File: src/rtl/clkpre_pkg.sv
package clkpre_pkg;

    typedef enum logic [1:0] {
        SEL_NONE,
        SEL_CTRL,
        SEL_STAT
    } reg_sel_e;

endpackage

File: src/rtl/clkpre_regs.sv
module clkpre_regs
    import clkpre_pkg::*;
#(
    parameter int ADDR_W = 8,
    parameter int DATA_W = 32,
    parameter int CODE_W = 4,
    parameter logic [ADDR_W-1:0] CTRL_OFF = 'h1C,
    parameter logic [ADDR_W-1:0] STAT_OFF = 'h20
) (
    input  logic              clk,
    input  logic              rst,
    input  logic [ADDR_W-1:0] addr,
    input  logic              we,
    input  logic [DATA_W-1:0] wdata,
    output logic [DATA_W-1:0] rdata,
    output logic [CODE_W-1:0] pending_code,
    output logic              reject_err
);

    typedef struct packed {
        logic [CODE_W-1:0] code;
        logic              err;
    } regs_t;

    regs_t    regs_d, regs_q;
    reg_sel_e sel;
    logic     unused_bits;

    // reserved write bits are discarded
    assign unused_bits = ^wdata[DATA_W-1:CODE_W];

    always_comb begin
        if (addr == CTRL_OFF)      sel = SEL_CTRL;
        else if (addr == STAT_OFF) sel = SEL_STAT;
        else                       sel = SEL_NONE;
    end

    always_comb begin
        regs_d = regs_q;
        if (we && sel == SEL_CTRL) begin
            if (wdata[CODE_W-1:0] != '0) regs_d.code = wdata[CODE_W-1:0];
            else                         regs_d.err  = 1'b1;
        end
        if (we && sel == SEL_STAT && wdata[0]) begin
            regs_d.err = 1'b0;
        end
    end

    always_comb begin
        unique case (sel)
            SEL_CTRL: rdata = {{(DATA_W-CODE_W){1'b0}}, regs_q.code};
            SEL_STAT: rdata = {{(DATA_W-1){1'b0}}, regs_q.err};
            default:  rdata = '0;
        endcase
    end

    always_ff @(posedge clk) begin
        if (rst) begin
            regs_q.code <= '1;
            regs_q.err  <= 1'b0;
        end else begin
            regs_q <= regs_d;
        end
    end

    assign pending_code = regs_q.code;
    assign reject_err   = regs_q.err;

endmodule

File: src/rtl/clkpre_divider.sv
module clkpre_divider #(
    parameter int CODE_W = 4
) (
    input  logic              clk,
    input  logic              rst,
    input  logic [CODE_W-1:0] pending_code,
    output logic [CODE_W-1:0] active_code,
    output logic              clk_out,
    output logic              clk_en
);

    typedef struct packed {
        logic [CODE_W-1:0] cnt;
        logic              out;
        logic [CODE_W-1:0] active;
    } div_t;

    div_t div_d, div_q;
    logic wrap;

    assign wrap = (div_q.cnt == div_q.active - CODE_W'(1));

    always_comb begin
        div_d = div_q;
        if (wrap) begin
            div_d.cnt = '0;
            div_d.out = ~div_q.out;
            // a new ratio is taken only at the low-to-high boundary
            if (!div_q.out) div_d.active = pending_code;
        end else begin
            div_d.cnt = div_q.cnt + CODE_W'(1);
        end
    end

    always_ff @(posedge clk) begin
        if (rst) begin
            div_q.cnt    <= '0;
            div_q.out    <= 1'b0;
            div_q.active <= '1;
        end else begin
            div_q <= div_d;
        end
    end

    assign active_code = div_q.active;
    assign clk_out     = div_q.out;
    assign clk_en      = wrap & ~div_q.out;

endmodule

File: src/rtl/clkpre_ratio_check.sv
module clkpre_ratio_check #(
    parameter int CODE_W  = 4,
    parameter int RATIO_W = 6
) (
    input  logic               clk,
    input  logic               rst,
    input  logic [CODE_W-1:0]  active_code,
    input  logic [RATIO_W-1:0] bus_ratio,
    output logic               violation
);

    typedef struct packed {
        logic viol;
    } chk_t;

    chk_t               chk_d, chk_q;
    logic [RATIO_W-1:0] cpu_ratio;

    always_comb begin
        cpu_ratio  = {{(RATIO_W-CODE_W-1){1'b0}}, active_code, 1'b0};
        chk_d.viol = (cpu_ratio > bus_ratio);
    end

    always_ff @(posedge clk) begin
        if (rst) chk_q.viol <= 1'b0;
        else     chk_q      <= chk_d;
    end

    assign violation = chk_q.viol;

endmodule

File: src/rtl/clkpre_top.sv
module clkpre_top #(
    parameter int ADDR_W  = 8,
    parameter int DATA_W  = 32,
    parameter int CODE_W  = 4,
    parameter int RATIO_W = 6,
    parameter logic [ADDR_W-1:0] CTRL_OFF = 'h1C,
    parameter logic [ADDR_W-1:0] STAT_OFF = 'h20
) (
    input  logic               clk,
    input  logic               rst,
    input  logic [ADDR_W-1:0]  bus_addr,
    input  logic               bus_we,
    input  logic [DATA_W-1:0]  bus_wdata,
    output logic [DATA_W-1:0]  bus_rdata,
    input  logic [RATIO_W-1:0] bus_ratio,
    output logic               cpu_clk_out,
    output logic               cpu_clk_en,
    output logic               ratio_violation
);

    logic [CODE_W-1:0] pending_code;
    logic [CODE_W-1:0] active_code;
    logic              reject_err;

    clkpre_regs #(
        .ADDR_W(ADDR_W), .DATA_W(DATA_W), .CODE_W(CODE_W),
        .CTRL_OFF(CTRL_OFF), .STAT_OFF(STAT_OFF)
    ) u_regs (
        .clk(clk), .rst(rst), .addr(bus_addr), .we(bus_we),
        .wdata(bus_wdata), .rdata(bus_rdata),
        .pending_code(pending_code), .reject_err(reject_err)
    );

    clkpre_divider #(.CODE_W(CODE_W)) u_div (
        .clk(clk), .rst(rst), .pending_code(pending_code),
        .active_code(active_code), .clk_out(cpu_clk_out), .clk_en(cpu_clk_en)
    );

    clkpre_ratio_check #(.CODE_W(CODE_W), .RATIO_W(RATIO_W)) u_cmp (
        .clk(clk), .rst(rst), .active_code(active_code),
        .bus_ratio(bus_ratio), .violation(ratio_violation)
    );

endmodule

File: config.mk
export PLATFORM = sky130hd
export DESIGN_NAME = clkpre_top
export DESIGN_NICKNAME = d
export VERILOG_FILES = /design/src/rtl/clkpre_pkg.sv /design/src/rtl/clkpre_regs.sv /design/src/rtl/clkpre_divider.sv /design/src/rtl/clkpre_ratio_check.sv /design/src/rtl/clkpre_top.sv
export SDC_FILE = /design/constraint.sdc
export NUM_CORES = 1
export LEC_CHECK = 0
export CELL_PAD_IN_SITES_DETAIL_PLACEMENT = 1
export CELL_PAD_IN_SITES_GLOBAL_PLACEMENT = 1
export CORE_MARGIN = 2
export CORE_UTILIZATION = 40
export CTS_CLUSTER_SIZE = 14
export DETAILED_ROUTE_END_ITERATION = 7
export DONT_BUFFER_PORTS = 1
export GPL_TIMING_DRIVEN = 0
export PLACE_DENSITY = 0.8
export SLEW_MARGIN = 40
export SYNTH_ARGS = -nofsm -noshare
export SYNTH_HDL_FRONTEND = slang
export SYNTH_SLANG_ARGS = --single-unit
File: constraint.sdc
create_clock -name clk -period 4.7 [get_ports clk]
set_input_delay 1.175 -clock clk [delete_from_list [all_inputs] [get_ports clk]]
set_output_delay 1.175 -clock clk [all_outputs]
set_load 0.02 [all_outputs]
==> metrics <==
DR WL/cell=roughly 11 um; CP max FO=3; Vias/cell=between 4 and 5; crit path time final=around 3.6 ns; crit path capture type=primary output; Chip Height=about 55 um; asr flop ratio synth=0; worst path cell trace=or4_4, nor4_1, a22o_1; IO buf count=0; gpl congestion=~0.66; final number of hold-violating endpoints=0; initial antenna violation count=0; final setup fails=0; diode count=0; cells on worst reg2reg path=7; max-slew violations=0; Routed WL=between 1.5 and 2 mm; Sw Ratio=0.292; Critical Path RT=between 3 and 4 ns; drt pass-1 iters=4; Seq/Total Area, Yosys=0.291; Period Utilization, post-route=0.755; vias in the first global route=660; clk root buf=clkbuf_4; Setup crit end=bus_rdata[0]; fmax=between 0.2 and 0.3 GHz; largest area contributor in the netlist=dfxtp_1; worst path bufs/invs=0; xor/xnor cell area share of the yosys netlist=0.0823; Int Power=between 150 and 200 uW; post-synthesis mux area share=0.0387; Psw=roughly 77 uW; RSZ-0062 raised after global routing=false; count of cell types in the netlist=30; clk_lat worst skew=0.28 ns; GRT Residual Overflow=0; CTS tree=done; HP Class=flop to flop; Crit path depth=3; Ports=84; dpl hpwl=about 1.7 mm; hold_buf cts=0; Peak VDD IR=roughly 140 uV; Synth Instances=117; adder-cell share of the synthesized area=0.0726; P_leak=0.000597 uW; RR Startpoint=u_div.active_code[0]; critical path's top delay family=simple AND/OR/NAND/NOR gates; simple-gate share of the synthesized area=0.180; most numerous cell in the Yosys netlist=buf_4; largest family of logic cells by synthesized area=buffers and inverters; number of synthesized flops with an enable pin=0; post-CTS sizing=0; Largest stage delay, worst path=between 0.5 and 0.6 ns; layout cell share with drive strength beyond 1=0.223; clk slew on worst S/H paths=~0.090 ns; post-synth top area share=0.291; Logic pwr share=0.214; status=finished, final reports clean; total track usage=0.124; Num CTS Buffers=3; total power=approximately 260 uW; antenna violation net count after detailed routing=0; largest net degree at the start of global routing=11; maxcap violations=0; clk_skew=roughly 0.0005 ns; effective utilization at floorplan=0.421; Starting DRT DRC Count=5; buffer depth of the longest clock path=2; flop2flop setup slack=about 2.8 ns; Residual DRC=0; Die ar.=between 3000 and 4000 um^2; nets=~200; Worst Setup Path Type=input port to primary output; Die Wd=between 50 and 60 um; Placeable Area=roughly 2500 um^2; Site Rows=18; setup TNS=0 ns; H-tree levels=1; CP Launch Type=input port; clock power share=0.282; count of warnings emitted by yosys=0; first-pass GRT wire length=roughly 2.6 mm; Top FF cell, synth=dfxtp_1; post-CTS setup buffers=0; top post-synthesis cells by area=dfxtp_1 (29%), buf_4 (20%), ha_1 (7.3%), nor2_1 (4.0%), a221o_1 (3.9%); pwr/cell area=220 nW/um^2; Reg power frac=0.504; syn avg cell area=slightly below 9 um^2; Post-synth top cells=buf_4 (28), dfxtp_1 (15), nor2_1 (11); clock sinks=15; Mapped Area=slightly above 1000 um^2; crit path max-delay cell type=or4_4; crit path launch=bus_addr[1]; WP data arrival=2.38 ns; Seq cells post-synth=15; area grow syn2layout=16.0%; vias=793; post-synthesis compound-gate area fraction=0.0920; FF-to-FF End=u_div.active_code[1]
how the worst min path moves through the flow:
stage	endpoint	cells after the start	start
after global routing	u_regs.pending_code[1]	1	u_regs.pending_code[1]
after CTS	u_regs.pending_code[1]	1	u_regs.pending_code[1]
after floorplan	u_regs.pending_code[1]	1	u_regs.pending_code[1]
after detailed placement	u_regs.pending_code[1]	1	u_regs.pending_code[1]
final	u_div.div_q[5]	1	u_div.div_q[5]
after global placement	u_div.div_q[5]	1	u_div.div_q[5]
layer usage:
layer	routed length (um)	vias up	GRT usage
met1	792	349	0.145
li1	-	408	-
met2	961	34	0.206
met5	0	-	0
met3	163	2	0.0492
met4	15	0	0.0375
power groups by stage:
stage | Sequential, uW | Clock, uW | Combinational [uW]
after global routing | 134 | 83.1 | 61.8
final | 133 | 74.4 | 56.5
after CTS | 133 | 77.3 | 55.8
after detailed placement | 136 | 0 | 55.7
after floorplan | 135 | 0 | 52.4
after global placement | 136 | 0 | 54.1
sequential cells by signal, summed over array words and instances, names as in the netlist:
register	flops
u_cmp.violation	1
u_div.active_code	4
u_regs.reject_err	1
u_div.div_q	4
u_div.clk_out	1
u_regs.pending_code	4
worst register-to-register path, cell delays in order (launching register included):
cell      delay (ns)
dfxtp_1         0.44
inv_1           0.08
ha_1            0.31
xor2_1          0.16
and2_1          0.14
nand3_1         0.10
clkinv_1        0.31
mux2i_1         0.21
stage by stage:
stage | cell area, um^2 | util | setup slack, ns | hold WS [ns] | instances
after floorplan | 1130 | - | 1.22 | 0.470 | 144
after global placement | 1170 | 0.478 | 1.16 | 0.492 | 174
after detailed placement | 1170 | 0.478 | 1.15 | 0.501 | 174
after CTS | 1200 | 0.488 | 1.15 | 0.523 | 178
after global routing | 1200 | 0.488 | 1.08 | 0.544 | 178
final | 1200 | 0.488 | 1.15 | 0.516 | 178
placed cells by master (no fill, tap or decap), types with 4 or more instances in the layout:
master	Yosys	routed
buf_4	28	28
conb_1	1	28
dfxtp_1	15	15
nor2_1	11	11
inv_1	7	7
ha_1	6	6
nor3_1	5	5
xor2_1	4	4
and2_1	4	4
a221o_1	4	4
mux2i_1	4	4
cells by family (layout without fill, tap and decap cells):
logic type | Yosys count | in the layout
buffers and inverters | 38 | 42
multiplexers | 4 | 4
flip-flops | 15 | 15
adder cells (fa/ha/maj) | 6 | 6
AND/OR/NAND/NOR | 33 | 33
XOR/XNOR | 8 | 8
AO/OA/AOI/OAI | 12 | 12
other | 1 | 28
final cells by class:
| type | instances | area, um^2 |
|---|---|---|
| fillers | 309 | 1260 |
| multi-input cells | 91 | 587 |
| flip-flops and latches | 15 | 300 |
| plain buffers | 30 | 218 |
| well taps | 30 | 37.5 |
| inverters | 8 | 30.0 |
| clock buffers | 4 | 26.3 |
(Power assumes the default switching activity.)
